`config.mk`:
```
export PLATFORM = sky130hd
export DESIGN_NAME = bus_err_capture
export DESIGN_NICKNAME = d
export VERILOG_FILES = /design/src/rtl/bus_err_capture_pkg.sv /design/src/rtl/errcap_status.sv /design/src/rtl/errcap_addr.sv /design/src/rtl/bus_err_capture.sv
export SDC_FILE = /design/constraint.sdc
export NUM_CORES = 1
export LEC_CHECK = 0
export BUFFER_PORTS_ARGS = -buffer_cell sky130_fd_sc_hd__buf_2
export CAP_MARGIN = 10
export CORE_UTILIZATION = 50
export DETAILED_ROUTE_END_ITERATION = 7
export GPL_TIMING_DRIVEN = 0
export PLACE_DENSITY_LB_ADDON = 0.25
export SLEW_MARGIN = 40
export SYNTH_ARGS = -nofsm -noshare
export SYNTH_HDL_FRONTEND = slang
export SYNTH_SLANG_ARGS = --single-unit
```
`constraint.sdc`:
```
create_clock -name clk -period 5.8 [get_ports clk]
set_clock_uncertainty 0.2 [all_clocks]
set_input_delay 1.16 -clock clk [delete_from_list [all_inputs] [get_ports clk]]
set_output_delay 1.16 -clock clk [all_outputs]
set_load 0.02 [all_outputs]
```
`src/rtl/bus_err_capture_pkg.sv`:
```
package bus_err_capture_pkg;

    localparam int WORD_W  = 64;
    localparam int BMASK_W = 16;
    localparam int OFF_W   = 3;
    localparam int SYND_W  = 8;
    localparam int KIND_N  = 3;

    // Error bit positions shared with software decode.
    localparam int B_PRIM_RD = 62;
    localparam int B_PRIM_WR = 61;
    localparam int B_SEC_RD  = 59;
    localparam int B_SEC_WR  = 58;
    localparam int B_SEC_TX  = 57;
    localparam int B_PRIM_TX = 56;
    localparam int SYND_LSB  = 48;
    localparam int BMASK_LSB = 32;
    localparam int OFF_LSB   = 29;
    localparam int B_BLK     = 23;

    // Register select codes.
    localparam int SEL_UNCORR     = 0;
    localparam int SEL_ADDR       = 1;
    localparam int SEL_CORR       = 2;
    localparam int SEL_ADDR_ALIAS = 3;

    typedef enum logic [1:0] {
        KIND_READ  = 2'd0,
        KIND_WRITE = 2'd1,
        KIND_XLATE = 2'd2,
        KIND_RSVD  = 2'd3
    } err_kind_e;

    // Index 0 read, 1 write, 2 translation.
    typedef struct packed {
        logic [KIND_N-1:0]  prim;
        logic [KIND_N-1:0]  sec;
        logic [BMASK_W-1:0] bmask;
        logic [OFF_W-1:0]   off;
        logic               blk;
        logic [SYND_W-1:0]  synd;
    } stat_t;

    function automatic logic [WORD_W-1:0] pack_word(input stat_t s);
        logic [WORD_W-1:0] w;
        w = '0;
        w[B_PRIM_RD] = s.prim[0];
        w[B_PRIM_WR] = s.prim[1];
        w[B_PRIM_TX] = s.prim[2];
        w[B_SEC_RD]  = s.sec[0];
        w[B_SEC_WR]  = s.sec[1];
        w[B_SEC_TX]  = s.sec[2];
        w[SYND_LSB  +: SYND_W]  = s.synd;
        w[BMASK_LSB +: BMASK_W] = s.bmask;
        w[OFF_LSB   +: OFF_W]   = s.off;
        w[B_BLK] = s.blk;
        return w;
    endfunction

endpackage

```
`src/rtl/errcap_status.sv`:
```
module errcap_status
    import bus_err_capture_pkg::*;
#(
    parameter bit HAS_XLATE = 1'b1,
    parameter bit HAS_SYND  = 1'b0
) (
    input  logic               clk,
    input  logic               rst_n,
    input  logic               ev_hit,
    input  logic [1:0]         ev_kind,
    input  logic [BMASK_W-1:0] ev_bmask,
    input  logic [OFF_W-1:0]   ev_off,
    input  logic               ev_blk,
    input  logic [SYND_W-1:0]  ev_synd,
    input  logic               wr_sel,
    input  logic [WORD_W-1:0]  wr_data,
    input  logic               irq_en,
    output logic [WORD_W-1:0]  stat_word,
    output logic               capture,
    output logic               irq
);

    stat_t stat_q, stat_d, after_clr;
    logic [KIND_N-1:0] kind_mask;
    logic [KIND_N-1:0] clr_prim, clr_sec;
    logic [KIND_N-1:0] kind_oh;
    logic [SYND_W-1:0] synd_in;
    logic              kind_ok, prim_busy;
    logic              unused_wbits;

    generate
        if (HAS_XLATE) begin : g_tx
            assign kind_mask = 3'b111;
        end else begin : g_no_tx
            assign kind_mask = 3'b011;
        end
    endgenerate

    assign synd_in      = ev_synd & {SYND_W{HAS_SYND}};
    assign unused_wbits = ^{wr_data[63], wr_data[60], wr_data[55:0]};

    always_comb begin
        clr_prim = '0;
        clr_sec  = '0;
        if (wr_sel) begin
            clr_prim = {wr_data[B_PRIM_TX], wr_data[B_PRIM_WR], wr_data[B_PRIM_RD]} & kind_mask;
            clr_sec  = {wr_data[B_SEC_TX],  wr_data[B_SEC_WR],  wr_data[B_SEC_RD]}  & kind_mask;
        end
        after_clr      = stat_q;
        after_clr.prim = stat_q.prim & ~clr_prim;
        after_clr.sec  = stat_q.sec  & ~clr_sec;

        kind_oh   = KIND_N'(3'b001 << ev_kind);
        kind_ok   = ev_hit && (ev_kind != KIND_RSVD) && |(kind_oh & kind_mask);
        prim_busy = |after_clr.prim;

        stat_d  = after_clr;
        capture = 1'b0;
        if (kind_ok) begin
            if (!prim_busy) begin
                stat_d.prim  = after_clr.prim | kind_oh;
                stat_d.bmask = ev_bmask;
                stat_d.off   = ev_off;
                stat_d.blk   = ev_blk;
                stat_d.synd  = synd_in;
                capture      = 1'b1;
            end else begin
                stat_d.sec = after_clr.sec | kind_oh;
            end
        end
    end

    always_ff @(posedge clk or negedge rst_n) begin
        if (!rst_n) stat_q <= '0;
        else        stat_q <= stat_d;
    end

    assign stat_word = pack_word(stat_q);
    assign irq       = (|stat_q.prim) & irq_en;


    sec_keeps_detail_chk: assert property (@(posedge clk) disable iff (!rst_n)
        (|stat_q.prim && !wr_sel) |=> ($stable(stat_q.bmask) && $stable(stat_q.off)
                                       && $stable(stat_q.blk) && $stable(stat_q.synd)
                                       && |stat_q.prim));

    capture_sets_prim_chk: assert property (@(posedge clk) disable iff (!rst_n)
        capture |=> |(stat_q.prim & $past(kind_oh)));

    clear_takes_chk: assert property (@(posedge clk) disable iff (!rst_n)
        (wr_sel && !ev_hit) |=> ((stat_q.prim & $past(clr_prim)) == '0
                                 && (stat_q.sec & $past(clr_sec)) == '0));

    event_wins_chk: assert property (@(posedge clk) disable iff (!rst_n)
        (wr_sel && kind_ok) |=> |((stat_q.prim | stat_q.sec) & $past(kind_oh)));

    irq_follows_chk: assert property (@(posedge clk) disable iff (!rst_n)
        (capture && irq_en) |=> (irq || !irq_en));

    unsupported_kind_chk: assert property (@(posedge clk) disable iff (!rst_n)
        (ev_hit && !kind_ok && !wr_sel) |=> $stable(stat_q));

endmodule

```
`src/rtl/errcap_addr.sv`:
```
module errcap_addr #(
    parameter int ADDR_W = 34
) (
    input  logic              clk,
    input  logic              rst_n,
    input  logic              cap_a,
    input  logic              cap_b,
    input  logic [ADDR_W-1:0] ev_addr,
    output logic [ADDR_W-1:0] addr_q
);

    logic [ADDR_W-1:0] addr_d;

    always_comb begin
        addr_d = addr_q;
        if (cap_a || cap_b) addr_d = ev_addr;
    end

    always_ff @(posedge clk or negedge rst_n) begin
        if (!rst_n) addr_q <= '0;
        else        addr_q <= addr_d;
    end


    addr_hold_chk: assert property (@(posedge clk) disable iff (!rst_n)
        !(cap_a || cap_b) |=> $stable(addr_q));

    addr_load_chk: assert property (@(posedge clk) disable iff (!rst_n)
        (cap_a || cap_b) |=> (addr_q == $past(ev_addr)));

    single_capture_chk: assert property (@(posedge clk) disable iff (!rst_n)
        $onehot0({cap_a, cap_b}));

endmodule

```
`src/rtl/bus_err_capture.sv`:
```
module bus_err_capture
    import bus_err_capture_pkg::*;
#(
    parameter int ADDR_W = 34,
    parameter int SEL_W  = 3
) (
    input  logic              clk,
    input  logic              rst_n,
    input  logic              ev_valid,
    input  logic              ev_uncorr,
    input  logic [1:0]        ev_kind,
    input  logic [15:0]       ev_bmask,
    input  logic [2:0]        ev_off,
    input  logic              ev_blk,
    input  logic [7:0]        ev_synd,
    input  logic [ADDR_W-1:0] ev_addr,
    input  logic              irq_en,
    input  logic [SEL_W-1:0]  reg_sel,
    input  logic              reg_wr,
    input  logic [63:0]       reg_wdata,
    output logic [63:0]       reg_rdata,
    output logic              irq_uncorr,
    output logic              irq_corr
);

    localparam int ADDR_PAD = WORD_W - ADDR_W;

    logic [WORD_W-1:0] uc_word, ce_word;
    logic [ADDR_W-1:0] addr_q;
    logic              uc_cap, ce_cap;
    logic              uc_hit, ce_hit, uc_wr, ce_wr;

    assign uc_hit = ev_valid &&  ev_uncorr;
    assign ce_hit = ev_valid && !ev_uncorr;
    assign uc_wr  = reg_wr && (reg_sel == SEL_W'(SEL_UNCORR));
    assign ce_wr  = reg_wr && (reg_sel == SEL_W'(SEL_CORR));

    errcap_status #(.HAS_XLATE(1'b1), .HAS_SYND(1'b0)) u_uncorr (
        .clk(clk), .rst_n(rst_n), .ev_hit(uc_hit), .ev_kind(ev_kind),
        .ev_bmask(ev_bmask), .ev_off(ev_off), .ev_blk(ev_blk), .ev_synd(ev_synd),
        .wr_sel(uc_wr), .wr_data(reg_wdata), .irq_en(irq_en),
        .stat_word(uc_word), .capture(uc_cap), .irq(irq_uncorr)
    );

    errcap_status #(.HAS_XLATE(1'b0), .HAS_SYND(1'b1)) u_corr (
        .clk(clk), .rst_n(rst_n), .ev_hit(ce_hit), .ev_kind(ev_kind),
        .ev_bmask(ev_bmask), .ev_off(ev_off), .ev_blk(ev_blk), .ev_synd(ev_synd),
        .wr_sel(ce_wr), .wr_data(reg_wdata), .irq_en(irq_en),
        .stat_word(ce_word), .capture(ce_cap), .irq(irq_corr)
    );

    errcap_addr #(.ADDR_W(ADDR_W)) u_addr (
        .clk(clk), .rst_n(rst_n), .cap_a(uc_cap), .cap_b(ce_cap),
        .ev_addr(ev_addr), .addr_q(addr_q)
    );

    always_comb begin
        case (reg_sel)
            SEL_W'(SEL_UNCORR):     reg_rdata = uc_word;
            SEL_W'(SEL_CORR):       reg_rdata = ce_word;
            SEL_W'(SEL_ADDR),
            SEL_W'(SEL_ADDR_ALIAS): reg_rdata = {{ADDR_PAD{1'b0}}, addr_q};
            default:                reg_rdata = '0;
        endcase
    end


    route_corr_untouched_chk: assert property (@(posedge clk) disable iff (!rst_n)
        (uc_hit && !ce_wr) |=> $stable(ce_word));

    route_uncorr_untouched_chk: assert property (@(posedge clk) disable iff (!rst_n)
        (ce_hit && !uc_wr) |=> $stable(uc_word));

    no_synd_in_uncorr_chk: assert property (@(posedge clk) disable iff (!rst_n)
        uc_word[55:48] == 8'h00);

endmodule

```
==> metrics.sh <==
SETUP_SLACK_NS=1.26
SYNTHTOLAYOUTAREAGROWTH_PCT=26.2
PERIOD_SHARE_PCT=78.3
FIRST_PASS_ITERS=4
CRITICAL_PATH.MOST_COMMON_CELL='sky130_fd_sc_hd__buf_2'
PLACER_CONGESTION_ESTIMATE=0.861
GRT_PASS1_WL_MM=14.1
DETAILROUTE.VIA_COUNT=3058
DRV_CAP=0
DRIVE_ABOVE_1_SHARE_PCT=47.8
GR-USAGE-ALL-LAYERS_PCT=21.0
TIMING.SETUP.CRITICAL_PATH_CLASS='primary input to output pin'
FIRST_GLOBAL_VIAS=2978
POST_CTS_REPAIR_RESIZE_COUNT=0
FINISH.CELL_COUNT_WITHOUT_FILLERS=593
PATH_CLK_SLEW_NS=0.10
MAX-SLEW-MARGIN-REL_PCT=53.1
TIGHTEST_PIN_TRANSITION_NS=0.694
TOTAL_DIE_AREA_MM2=0.00893
STARTPOINT_TYPE='primary input'
CRITPATHMAXSTAGEDELAY_NS=0.51
POSTCTSSETUPBUFFERS=0
DP_HPWL_MM=6.81
CORE_REGION_AREA_MM2=0.00826
CRIT_CHAIN='buf_2 -> buf_2 -> nor3b_1 -> clkbuf_1 -> clkbuf_1 -> a22o_1 -> buf_2'
DRT-VIAS-PER-INSTANCE=5.16
CTSROOTBUFFERMASTER='sky130_fd_sc_hd__clkbuf_8'
SYNTH.LIB_CELLS_USED.DISTINCT=35
SYNTH_TOP_AREA_SHARE_PCT=55.0
YS.WARNINGS.COUNT=0
FINAL-HOLD-VIOLATION-COUNT=0
CRITICAL_PATH_REQUIRED_NS=4.44
CLOCK_PATH_BUFFERS=2
INITIAL_ANTENNA_VIOLATION_COUNT=1
FILLER_CELL_COUNT=675
GRT.OVERFLOW.TOTAL=0
FINALSETUPTNS_NS=0
PLACEMENT.CELL_AREA_MM2=0.00515
MIN_PERIOD_NS=4.54
CTS-BUFFERS-INSERTED=9
FIN_UTIL_PCT=65.4
DRC=0
SYNTHTOPCELLSBYAREA='sky130_fd_sc_hd__dfrtp_1 55%, sky130_fd_sc_hd__mux2_2 14%, sky130_fd_sc_hd__mux2_1 7.9%'
SYNTH_AREA_LEADER_CELL='sky130_fd_sc_hd__dfrtp_1'
ROWS=33
DIE_H_UM=94.5
END_KIND='output pin'
CLK_LATENCY_NS=0.35
DRTANTENNAVIOLNETS=0
MULTIINPUTGATEAREA_MM2=0.00177
POWERDENSITY_mW_PER_MM2=435
MOST_USED_CELLS_IN_THE_LAYOUT_EXCLUDING_FILL_AND_TAP_CELLS='146 x sky130_fd_sc_hd__buf_2, 94 x sky130_fd_sc_hd__dfrtp_1, 52 x sky130_fd_sc_hd__mux2_2'
DP_CELLS=576
SLEW_VIOL_FINAL=0
INITIAL_UTILIZATION_PCT=51.8
YOSYSSEQAREASHARE_PCT=55.0
CTS-HTREE-LEVELS=3
CRITPATHARRIVALTIME_NS=3.18
OUTCOME='finished clean'
YS_FF_LATCH=94
PORTBUFFERS=141
SEQ_AREA_MM2=0.00235
RSZ_0062_RAISED_AFTER_GLOBAL_ROUTING='false'
SYNTH_CELLS=328
POWER.IR.VDD_WORST_uV=265
MAPPEDNETLISTAREA_MM2=0.00428
NETS=619
PLACE_WORST_SETUP_SLACK_NS=1.29
CRITICAL_PATH_PEAK_FANOUT=10
SETUP_FAILING_EPS_FINAL=0
LAYOUT_COMMONEST_CELL='sky130_fd_sc_hd__buf_2'
CLOCK_SINKS=94
P_LEAK_uW=0.00270
CRITICAL-PATH-SLOWEST-CELL='sky130_fd_sc_hd__clkbuf_1'
CTS_HOLD_BUF=0
GRT_MAX_DEGREE=50
ROUTEDWLPERCELL_UM=15.4
FMAX_MHz=220
ROUTE.FINAL.WIRE_LENGTH_MM=9.12
AVGSYNTHCELLAREA_UM2=13.0
CHIPWIDTH_UM=94.5
CTS_TREE='yes'
IO_PINS=203
FIRST_ITER_VIOLATIONS=163
WORST_HOLD_PATH_TYPE='flop to flop'
FINAL_DESIGN_AREA_NO_FILL_MM2=0.00540
## state kept, by name (all words and copies together), names as in the netlist
register            flops
u_addr.addr_q          34
u_corr.stat_word       34
u_uncorr.stat_word     26
## where the power goes
part | internal [uW] | switching [uW]
clock network | 289 | 234
logic | 378 | 326
registers | 971 | 152
total | 1640 | 712
## through the flow
stage / hold WS, ns / power (uW)
global placement: 0.242 / 1790
CTS: 0.270 / 2370
floorplan: 0.229 / 1620
detailed placement: 0.248 / 1850
global route: 0.289 / 2490
finish: 0.267 / 2350
## worst max-delay path, delay by kind of cell
kind            cells  cell delay [ns]
compound gates      1             0.25
buf+inv             5             1.49
simple gates        1             0.27
## cell families after synthesis
kind of cell / after synthesis / share of synthesized area (%)
compound gates: 44 / 8.24
buf+inv: 30 / 3.77
flops: 94 / 55.0
mux: 88 / 23.0
other cells: 1 / 0.0876
simple gates: 71 / 9.97
## worst paths after layout
| check | startpoint | endpoint | slack [ns] | cells past startpoint |
|---|---|---|---|---|
| worst max register to register | u_corr.stat_word[61] | u_corr.stat_word[33] | 3.97 | 5 |
| max in group asynchronous | rst_n | u_addr.addr_q[15] | 4.29 | 2 |
| worst min-delay path | u_corr.stat_word[57] | u_corr.stat_word[57] | 0.27 | 1 |
| worst min register to register | u_corr.stat_word[57] | u_corr.stat_word[57] | 0.27 | 1 |
| worst max-delay path | reg_sel[1] | reg_rdata[45] | 1.26 | 7 |
| min in group asynchronous | rst_n | u_corr.stat_word[57] | 0.52 | 1 |
## cell type report
type / count / share of cell area (%)
multi-input combinational: 205 / 32.8
buffer: 24 / 2.57
timing repair buffer: 142 / 13.7
antenna: 1 / 0.0463
inverter: 6 / 0.417
clock inverter: 7 / 2.22
tap: 105 / 2.43
clock buffer: 9 / 2.29
sequential: 94 / 43.5
## metal layers
| layer | vias up | share of wire, % | GRT usage [%] |
|---|---|---|---|
| li1 | 1459 | - | - |
| met1 | 1502 | 42 | 26.6 |
| met2 | 86 | 50 | 35.4 |
| met3 | 11 | 6.0 | 4.35 |
| met4 | 0 | 1.6 | 8.33 |
| met5 | - | 0 | 0 |
## Yosys cell counts
| library cell | number |
|---|---|
| sky130_fd_sc_hd__buf_6 | 4 |
| sky130_fd_sc_hd__a31oi_1 | 1 |
| sky130_fd_sc_hd__o21ai_0 | 2 |
| sky130_fd_sc_hd__mux2_1 | 30 |
| sky130_fd_sc_hd__a22o_1 | 23 |
| sky130_fd_sc_hd__and4bb_2 | 1 |
| sky130_fd_sc_hd__and2_1 | 37 |
| sky130_fd_sc_hd__nor4b_1 | 1 |
| sky130_fd_sc_hd__inv_1 | 6 |
| sky130_fd_sc_hd__dfrtp_1 | 94 |
| sky130_fd_sc_hd__nor2_1 | 15 |
| sky130_fd_sc_hd__clkbuf_1 | 11 |
| sky130_fd_sc_hd__or4b_4 | 1 |
| sky130_fd_sc_hd__o31ai_1 | 2 |
| sky130_fd_sc_hd__conb_1 | 1 |
| sky130_fd_sc_hd__a21oi_1 | 6 |
| sky130_fd_sc_hd__buf_4 | 3 |
| sky130_fd_sc_hd__o31a_1 | 2 |
| sky130_fd_sc_hd__a31o_2 | 2 |
| sky130_fd_sc_hd__a32o_1 | 2 |
| sky130_fd_sc_hd__nor2b_1 | 1 |
| sky130_fd_sc_hd__or3b_2 | 1 |
| sky130_fd_sc_hd__nor3b_1 | 1 |
| sky130_fd_sc_hd__and3_1 | 1 |
| sky130_fd_sc_hd__mux2_2 | 52 |
| sky130_fd_sc_hd__nand2_1 | 6 |
| sky130_fd_sc_hd__a21boi_0 | 1 |
| sky130_fd_sc_hd__nand4_4 | 1 |
| sky130_fd_sc_hd__mux2i_1 | 6 |
| sky130_fd_sc_hd__a21bo_2 | 1 |
| sky130_fd_sc_hd__nand3_1 | 3 |
| sky130_fd_sc_hd__nor3_1 | 1 |
| sky130_fd_sc_hd__o21ai_2 | 2 |
| sky130_fd_sc_hd__buf_2 | 6 |
| sky130_fd_sc_hd__nand2_4 | 1 |
No activity file was read; power rests on OpenSTA's default activity.
